`src/rtl/iop_pkg.sv`:
```
package iop_pkg;

    typedef enum logic [2:0] {
        ST_IDLE,
        ST_FETCH0,
        ST_FETCH1,
        ST_DECODE,
        ST_DEV_IN,
        ST_MEM_WR,
        ST_MEM_RD,
        ST_DEV_OUT
    } iop_state_e;

    typedef enum logic [1:0] {
        XF_IN,
        XF_OUT,
        XF_NONE,
        XF_BAD
    } xfer_kind_e;

    localparam logic [3:0] START_GO   = 4'h1;
    localparam logic [3:0] OP_DEV2MEM = 4'h0;
    localparam logic [3:0] OP_MEM2DEV = 4'h1;

endpackage

```
`src/rtl/iop_desc_decode.sv`:
```
module iop_desc_decode
    import iop_pkg::*;
#(
    parameter int CNT_W = 16
) (
    input  logic [3:0]       op,
    input  logic [CNT_W-1:0] count,
    output xfer_kind_e       kind
);

    always_comb begin
        if (op == OP_DEV2MEM || op == OP_MEM2DEV) begin
            if (count == '0) begin
                kind = XF_NONE;
            end else if (op == OP_DEV2MEM) begin
                kind = XF_IN;
            end else begin
                kind = XF_OUT;
            end
        end else begin
            kind = XF_BAD;
        end
    end

endmodule

```
`src/rtl/iop_dev_mux.sv`:
```
module iop_dev_mux #(
    parameter int N_DEV = 4,
    parameter int DW    = 32,
    parameter int SEL_W = 2
) (
    input  logic [SEL_W-1:0]    sel,
    input  logic                take_en,
    input  logic                give_en,
    input  logic [N_DEV-1:0]    rx_valid,
    input  logic [N_DEV*DW-1:0] rx_data,
    output logic [N_DEV-1:0]    rx_ready,
    output logic [N_DEV-1:0]    tx_valid,
    input  logic [N_DEV-1:0]    tx_ready,
    output logic                sel_rx_valid,
    output logic [DW-1:0]       sel_rx_data,
    output logic                sel_tx_ready
);

    logic [N_DEV-1:0] hit;

    for (genvar g = 0; g < N_DEV; g++) begin : g_port
        assign hit[g]      = (sel == SEL_W'(g));
        assign rx_ready[g] = take_en & hit[g];
        assign tx_valid[g] = give_en & hit[g];
    end

    always_comb begin
        sel_rx_valid = 1'b0;
        sel_tx_ready = 1'b0;
        sel_rx_data  = '0;
        for (int i = 0; i < N_DEV; i++) begin
            sel_rx_valid = sel_rx_valid | (hit[i] & rx_valid[i]);
            sel_tx_ready = sel_tx_ready | (hit[i] & tx_ready[i]);
            sel_rx_data  = sel_rx_data | (hit[i] ? rx_data[i*DW +: DW] : '0);
        end
    end

endmodule

```
`src/rtl/iop_core.sv`:
```
module iop_core
    import iop_pkg::*;
#(
    parameter int          N_DEV     = 4,
    parameter int          AW        = 32,
    parameter int          DW        = 32,
    parameter int          CNT_W     = 16,
    parameter logic [31:0] DESC_BASE = 32'h0000_0000,
    localparam int         SEL_W     = (N_DEV > 1) ? $clog2(N_DEV) : 1
) (
    input  logic                clk,
    input  logic                rst_n,
    input  logic                start_valid,
    input  logic [3:0]          start_op,
    input  logic [SEL_W-1:0]    start_dev,
    output logic                start_ack,
    output logic                busy,
    output logic                irq,
    input  logic                irq_clr,
    output logic                stat_err,
    output logic                mem_req,
    input  logic                mem_gnt,
    output logic                mem_we,
    output logic [AW-1:0]       mem_addr,
    output logic [DW-1:0]       mem_wdata,
    input  logic [DW-1:0]       mem_rdata,
    input  logic [N_DEV-1:0]    dev_rx_valid,
    input  logic [N_DEV*DW-1:0] dev_rx_data,
    output logic [N_DEV-1:0]    dev_rx_ready,
    output logic [N_DEV-1:0]    dev_tx_valid,
    output logic [DW-1:0]       dev_tx_data,
    input  logic [N_DEV-1:0]    dev_tx_ready
);

    localparam logic [AW-1:0] WORD_STEP = AW'(4);
    localparam int            DESC_SH   = 3;

    typedef struct packed {
        iop_state_e       st;
        logic [SEL_W-1:0] dev;
        logic [AW-1:0]    addr;
        logic [CNT_W-1:0] cnt;
        logic [DW-1:0]    dbuf;
        logic             gap;
        logic             irq;
        logic             err;
    } regs_t;

    regs_t r_q, r_d;

    logic       take_en, give_en;
    logic       sel_rx_valid, sel_tx_ready;
    logic [DW-1:0] sel_rx_data;
    xfer_kind_e kind;
    logic       granted;

    iop_desc_decode #(.CNT_W(CNT_W)) u_dec (
        .op    (r_q.dbuf[31:28]),
        .count (r_q.dbuf[CNT_W-1:0]),
        .kind  (kind)
    );

    iop_dev_mux #(.N_DEV(N_DEV), .DW(DW), .SEL_W(SEL_W)) u_mux (
        .sel          (r_q.dev),
        .take_en      (take_en),
        .give_en      (give_en),
        .rx_valid     (dev_rx_valid),
        .rx_data      (dev_rx_data),
        .rx_ready     (dev_rx_ready),
        .tx_valid     (dev_tx_valid),
        .tx_ready     (dev_tx_ready),
        .sel_rx_valid (sel_rx_valid),
        .sel_rx_data  (sel_rx_data),
        .sel_tx_ready (sel_tx_ready)
    );

    assign granted = mem_req & mem_gnt;

    always_comb begin
        r_d       = r_q;
        r_d.gap   = 1'b0;
        start_ack = 1'b0;
        mem_req   = 1'b0;
        mem_we    = 1'b0;
        take_en   = 1'b0;
        give_en   = 1'b0;

        if (irq_clr) begin
            r_d.irq = 1'b0;
        end

        unique case (r_q.st)
            ST_IDLE: begin
                if (start_valid && start_op == START_GO) begin
                    start_ack = 1'b1;
                    r_d.dev   = start_dev;
                    r_d.err   = 1'b0;
                    r_d.addr  = AW'(DESC_BASE) + (AW'(start_dev) << DESC_SH);
                    r_d.st    = ST_FETCH0;
                end
            end
            ST_FETCH0: begin
                mem_req = ~r_q.gap;
                if (granted) begin
                    r_d.dbuf = mem_rdata;
                    r_d.addr = r_q.addr + WORD_STEP;
                    r_d.gap  = 1'b1;
                    r_d.st   = ST_FETCH1;
                end
            end
            ST_FETCH1: begin
                mem_req = ~r_q.gap;
                if (granted) begin
                    r_d.addr = mem_rdata[AW-1:0];
                    r_d.gap  = 1'b1;
                    r_d.st   = ST_DECODE;
                end
            end
            ST_DECODE: begin
                r_d.cnt = r_q.dbuf[CNT_W-1:0];
                unique case (kind)
                    XF_IN:   r_d.st = ST_DEV_IN;
                    XF_OUT:  r_d.st = ST_MEM_RD;
                    XF_NONE: begin
                        r_d.irq = 1'b1;
                        r_d.st  = ST_IDLE;
                    end
                    default: begin
                        r_d.err = 1'b1;
                        r_d.irq = 1'b1;
                        r_d.st  = ST_IDLE;
                    end
                endcase
            end
            ST_DEV_IN: begin
                take_en = 1'b1;
                if (sel_rx_valid) begin
                    r_d.dbuf = sel_rx_data;
                    r_d.st   = ST_MEM_WR;
                end
            end
            ST_MEM_WR: begin
                mem_req = ~r_q.gap;
                mem_we  = 1'b1;
                if (granted) begin
                    r_d.addr = r_q.addr + WORD_STEP;
                    r_d.cnt  = r_q.cnt - CNT_W'(1);
                    r_d.gap  = 1'b1;
                    if (r_q.cnt == CNT_W'(1)) begin
                        r_d.irq = 1'b1;
                        r_d.st  = ST_IDLE;
                    end else begin
                        r_d.st  = ST_DEV_IN;
                    end
                end
            end
            ST_MEM_RD: begin
                mem_req = ~r_q.gap;
                if (granted) begin
                    r_d.dbuf = mem_rdata;
                    r_d.gap  = 1'b1;
                    r_d.st   = ST_DEV_OUT;
                end
            end
            ST_DEV_OUT: begin
                give_en = 1'b1;
                if (sel_tx_ready) begin
                    r_d.addr = r_q.addr + WORD_STEP;
                    r_d.cnt  = r_q.cnt - CNT_W'(1);
                    if (r_q.cnt == CNT_W'(1)) begin
                        r_d.irq = 1'b1;
                        r_d.st  = ST_IDLE;
                    end else begin
                        r_d.st  = ST_MEM_RD;
                    end
                end
            end
            default: r_d.st = ST_IDLE;
        endcase
    end

    always_ff @(posedge clk) begin
        if (!rst_n) begin
            r_q <= '{st: ST_IDLE, default: '0};
        end else begin
            r_q <= r_d;
        end
    end

    assign busy        = (r_q.st != ST_IDLE);
    assign irq         = r_q.irq;
    assign stat_err    = r_q.err;
    assign mem_addr    = r_q.addr;
    assign mem_wdata   = r_q.dbuf;
    assign dev_tx_data = r_q.dbuf;

endmodule

```
`config.mk`:
```
export PLATFORM = sky130hd
export DESIGN_NAME = iop_core
export DESIGN_NICKNAME = d
export VERILOG_FILES = /design/src/rtl/iop_pkg.sv /design/src/rtl/iop_desc_decode.sv /design/src/rtl/iop_dev_mux.sv /design/src/rtl/iop_core.sv
export SDC_FILE = /design/constraint.sdc
export NUM_CORES = 1
export LEC_CHECK = 0
export ABC_AREA = 1
export BUFFER_PORTS_ARGS = -buffer_cell sky130_fd_sc_hd__buf_2
export CAP_MARGIN = 25
export CORE_ASPECT_RATIO = 1.4
export CORE_MARGIN = 3
export CORE_UTILIZATION = 46
export DETAILED_ROUTE_END_ITERATION = 6
export HOLD_SLACK_MARGIN = 0.08
export PLACE_DENSITY_LB_ADDON = 0.2
export SETUP_SLACK_MARGIN = 0.02
export SYNTH_ARGS = -nofsm -noshare
export SYNTH_HDL_FRONTEND = slang
export SYNTH_SLANG_ARGS = --single-unit
```
`constraint.sdc`:
```
create_clock -name clk -period 1.7 [get_ports clk]
set_input_delay 0.17 -clock clk [delete_from_list [all_inputs] [get_ports clk]]
set_output_delay 0.17 -clock clk [all_outputs]
set_load 0.02 [all_outputs]
```
==> summary.md <==
| Metric | Value |
|---|---|
| Ys async rst share | 0 |
| RSZ-0062 raised after global routing | yes |
| Most frequent cell after synthesis | nand2_1 |
| Hpwl dp | 21,800 microns |
| Post-Synthesis Cells | 1,311 |
| Hold Crit Start | mem_rdata[0] |
| Netlist cell types | 37 |
| Max_cap viols | 0 |
| CTS tree | yes |
| Status | complete, but fails checks |
| Floorplan row count | 54 |
| DR WL/cell | 16.2 microns |
| Synthesis-to-layout area growth | 32.4% |
| CP Cell Sequence | buf_6, nand2_8, nor2_8, inv_2, nand2_2, inv_2, a21oi_4, buf_6, buf_8, buf_12, nand3_2, nand2_1, nor2_1 |
| DR iter-0 viols | 718 |
| Failing checks | setup timing |
| Port buffer count | 288 |
| Synth top area share | 0.236 |
| Setup ws final | -0.0474 ns |
| Min-Delay Path Depth | 3 |
| Sink of the worst hold path | mem_addr[0] |
| Die X | 114 microns |
| Gpl congestion | 0.953 |
| Fillers | 1,589 |
| CP top delay family | buffers and inverters |
| Min Tclk post-route | 1.75 ns |
| Starting density of the core | 0.475 |
| Final setup fails | 10 |
| Reg2Reg Depth | 13 |
| Die Area | 17,800 sq um |
| First-pass GRT wire length | 43,600 microns |
| Hold Vio Cnt, Final | 0 |
| Startpoint Class | flop |
| Req. time, crit path | 1.94 ns |
| Worst-Skew Late Latency | 0.35 ns |
| Syn_nets | 1,493 |
| Mux cell area share after synthesis | 0.00134 |
| Worst Path Max Fanout | 7 |
| Seq/Total Area, Yosys | 0.236 |
| H-tree levels | 3 |
| Tcrit/Tclk final | 1.03 |
| Slew HR | 0.742 |
| DIE HEIGHT | 157 microns |
| Storage element area | 1780 sq um |
| Synthesis-stage register bit count | 88 |
| Fin. max-slew vios | 0 |
| Skew final | 0.00932 ns |
| Total grt overflow | 0 |
| Worst EP arrival | 1.99 ns |
| All-Layer GR Usage | 0.303 |
| Slowest cell on crit path | dfxtp_4 |
| FF-to-FF setup slack | -0.05 ns |
| Final cell count without fillers | 1,763 |
| Core box area | 15,700 sq um |
| P_leak | 5.02 nW |
| Antenna violations before repair | 0 |
| Crit Reg-Reg Startpoint | r_q[86] |
| Synth Area in Simple Gates | 0.438 |
| Synth area leader | dfxtp_1 |
| Area of the multi-input gates | 4570 sq um |
| I/O Pins | 289 |
| Clk sink count | 88 |
| Clock buffer depth | 2 |
| Vias in the first global route | 8,830 |
| CP Class | reg2reg |
| Synth Flop Type | dfxtp_1 |
| Place WS | -0.142 ns |
| Nets | 1,744 |
| Via-to-Cell Ratio | 5.28 |
| Compound-gate portion of the synthesized area | 0.118 |
| TritonCTS Buffers | 9 |
| XOR/XNOR Fraction of Synth Area | 0.00351 |
| WP buf/inv | 6 |
| Placed Instances | 1,726 |
| Top cells by area, synth | dfxtp_1 24%, nand2_1 16%, nor2_1 13% |
| Peak supply drop | 0.928 mV |
| Largest net degree at the start of global routing | 78 |
| Fmax achieved | 0.572 GHz |
| Synth cell count leaders | 326 x nand2_1, 252 x nor2_1, 142 x nand3_1 |
| Share of cells above drive strength 1 | 0.334 |
| CTS clock-pin slew for the worst setup and hold paths | 0.07 ns |
| DRC viols | 0 |
| DR vias | 9,309 |
| N_diodes | 0 |
| Routed Antenna Nets | 0 |
| Worst-Margin Slew | 0.384 ns |
| Slowest stage delay, CP | 0.38 ns |
| Synth warnings | 0 |
| Mapped Avg Cell Area | 5.71 sq um |
| TritonRoute pass-1 iters | 6 |
| Synthesized area | 7480 sq um |
| Routed Wire Length | 28,600 microns |
| Largest family of logic cells by synthesized area | simple AND/OR/NAND/NOR gates |
| Pwr dens | 1470 nW/um^2 |
| Worst min path class | in2reg |
| Reg2Reg Capture Point | mem_addr[4] |
| CP Capture Type | flop |
| Hold Slack | 0.101 ns |
| Post-synth EDFFs | 0 |
| Synthesized-area fraction occupied by adder cells | 0.00502 |
| CTS Root Buffer Type | clkbuf_16 |
logic make-up (layout without fill, tap and decap cells):
logic type                 count (synthesis)  count (layout)
AOI/OAI and AO/OA                        153             153
xor gates and xnor gates                   3               3
adders and majority gates                  3               3
buffers and inverters                    285             541
DFF                                       88              88
muxes                                      1               1
and+or+nand+nor                          778             778
layer usage:
metal	GRT usage	wire length, microns	vias to the layer above
li1	-	-	4598
met1	0.361	11100	4326
met2	0.553	15100	338
met3	0.0333	1580	47
met4	0.114	818	0
met5	0	0	-
cell type report:
cell class                      count  share of cell area
Multi-Input combinational cell    938               0.462
Timing Repair Buffer              395               0.251
Sequential cell                    88               0.180
Inverter                          130              0.0513
Tap cell                          196              0.0248
Clock buffer                       10              0.0241
Clock inverter                      6             0.00682
worst reg2reg max path, stage by stage, from the launching register on:
cell	delay [ns]
dfxtp_4	0.38
buf_6	0.12
nand2_8	0.06
nor2_8	0.14
inv_2	0.05
nand2_2	0.08
inv_2	0.05
a21oi_4	0.20
buf_6	0.15
buf_8	0.14
buf_12	0.11
nand3_2	0.06
nand2_1	0.07
nor2_1	0.05
what timing repair did:
item	4_1_cts	5_1_grt
gates resized for setup	62	102
setup endpoints to repair	90	91
pin swaps	17	25
gates cloned	3	1
buffers inserted	13	9
hold buffers	0	0
layout by cell type, fill, tap and decap left out, types with 9 or more instances in the layout:
cell type | Yosys | final
o21ai_0 | 72 | 69
nand3_2 | 0 | 13
buf_6 | 4 | 21
buf_4 | 99 | 84
nand3_1 | 142 | 128
nand2_1 | 326 | 313
buf_2 | 13 | 277
a211oi_1 | 34 | 25
clkbuf_16 | 0 | 10
nor2_2 | 2 | 24
nand2_2 | 6 | 14
nor2_4 | 1 | 10
inv_2 | 8 | 10
dfxtp_1 | 88 | 80
a21oi_1 | 29 | 28
inv_1 | 118 | 112
o21ai_1 | 8 | 9
a211oi_2 | 0 | 9
nand4_1 | 37 | 37
nor2_1 | 252 | 221
power breakdown:
group | switching, mW | internal, mW | leakage [nW]
Combinational | 5.48 | 3.47 | 4.15
Clock | 0.920 | 1.19 | 0.145
Sequential | 0.767 | 2.77 | 0.725
Total | 7.16 | 7.42 | 5.02
through the flow:
step                power [mW]  TNS [ns]  area (sq um)  utilization
detailed placement        11.4     -4.15          8880        0.564
floorplan                 9.73         0          7480            -
global route              15.6     -1.54          9900        0.629
CTS                       14.3     -1.05          9580        0.609
global placement          11.3     -2.21          8880        0.564
finish                    14.6    -0.278          9900        0.629
registers in the layout, indices dropped and copies added, names as in the netlist:
register	count
dev_tx_data	32
mem_addr	32
irq	1
r_q	22
stat_err	1
worst max-delay path by stage:
stage | from | to | slack, ns | depth (start not counted)
after floorplan | r_q[85] | r_q[47] | 0.05 | 11
after global placement | r_q[86] | mem_addr[22] | -0.14 | 11
after detailed placement | r_q[86] | mem_addr[22] | -0.14 | 11
after CTS | r_q[87] | mem_addr[25] | -0.05 | 12
after global routing | r_q[86] | mem_addr[4] | -0.14 | 13
final | r_q[86] | mem_addr[4] | -0.05 | 13
Note: power is estimated with default switching activity, not from simulation.
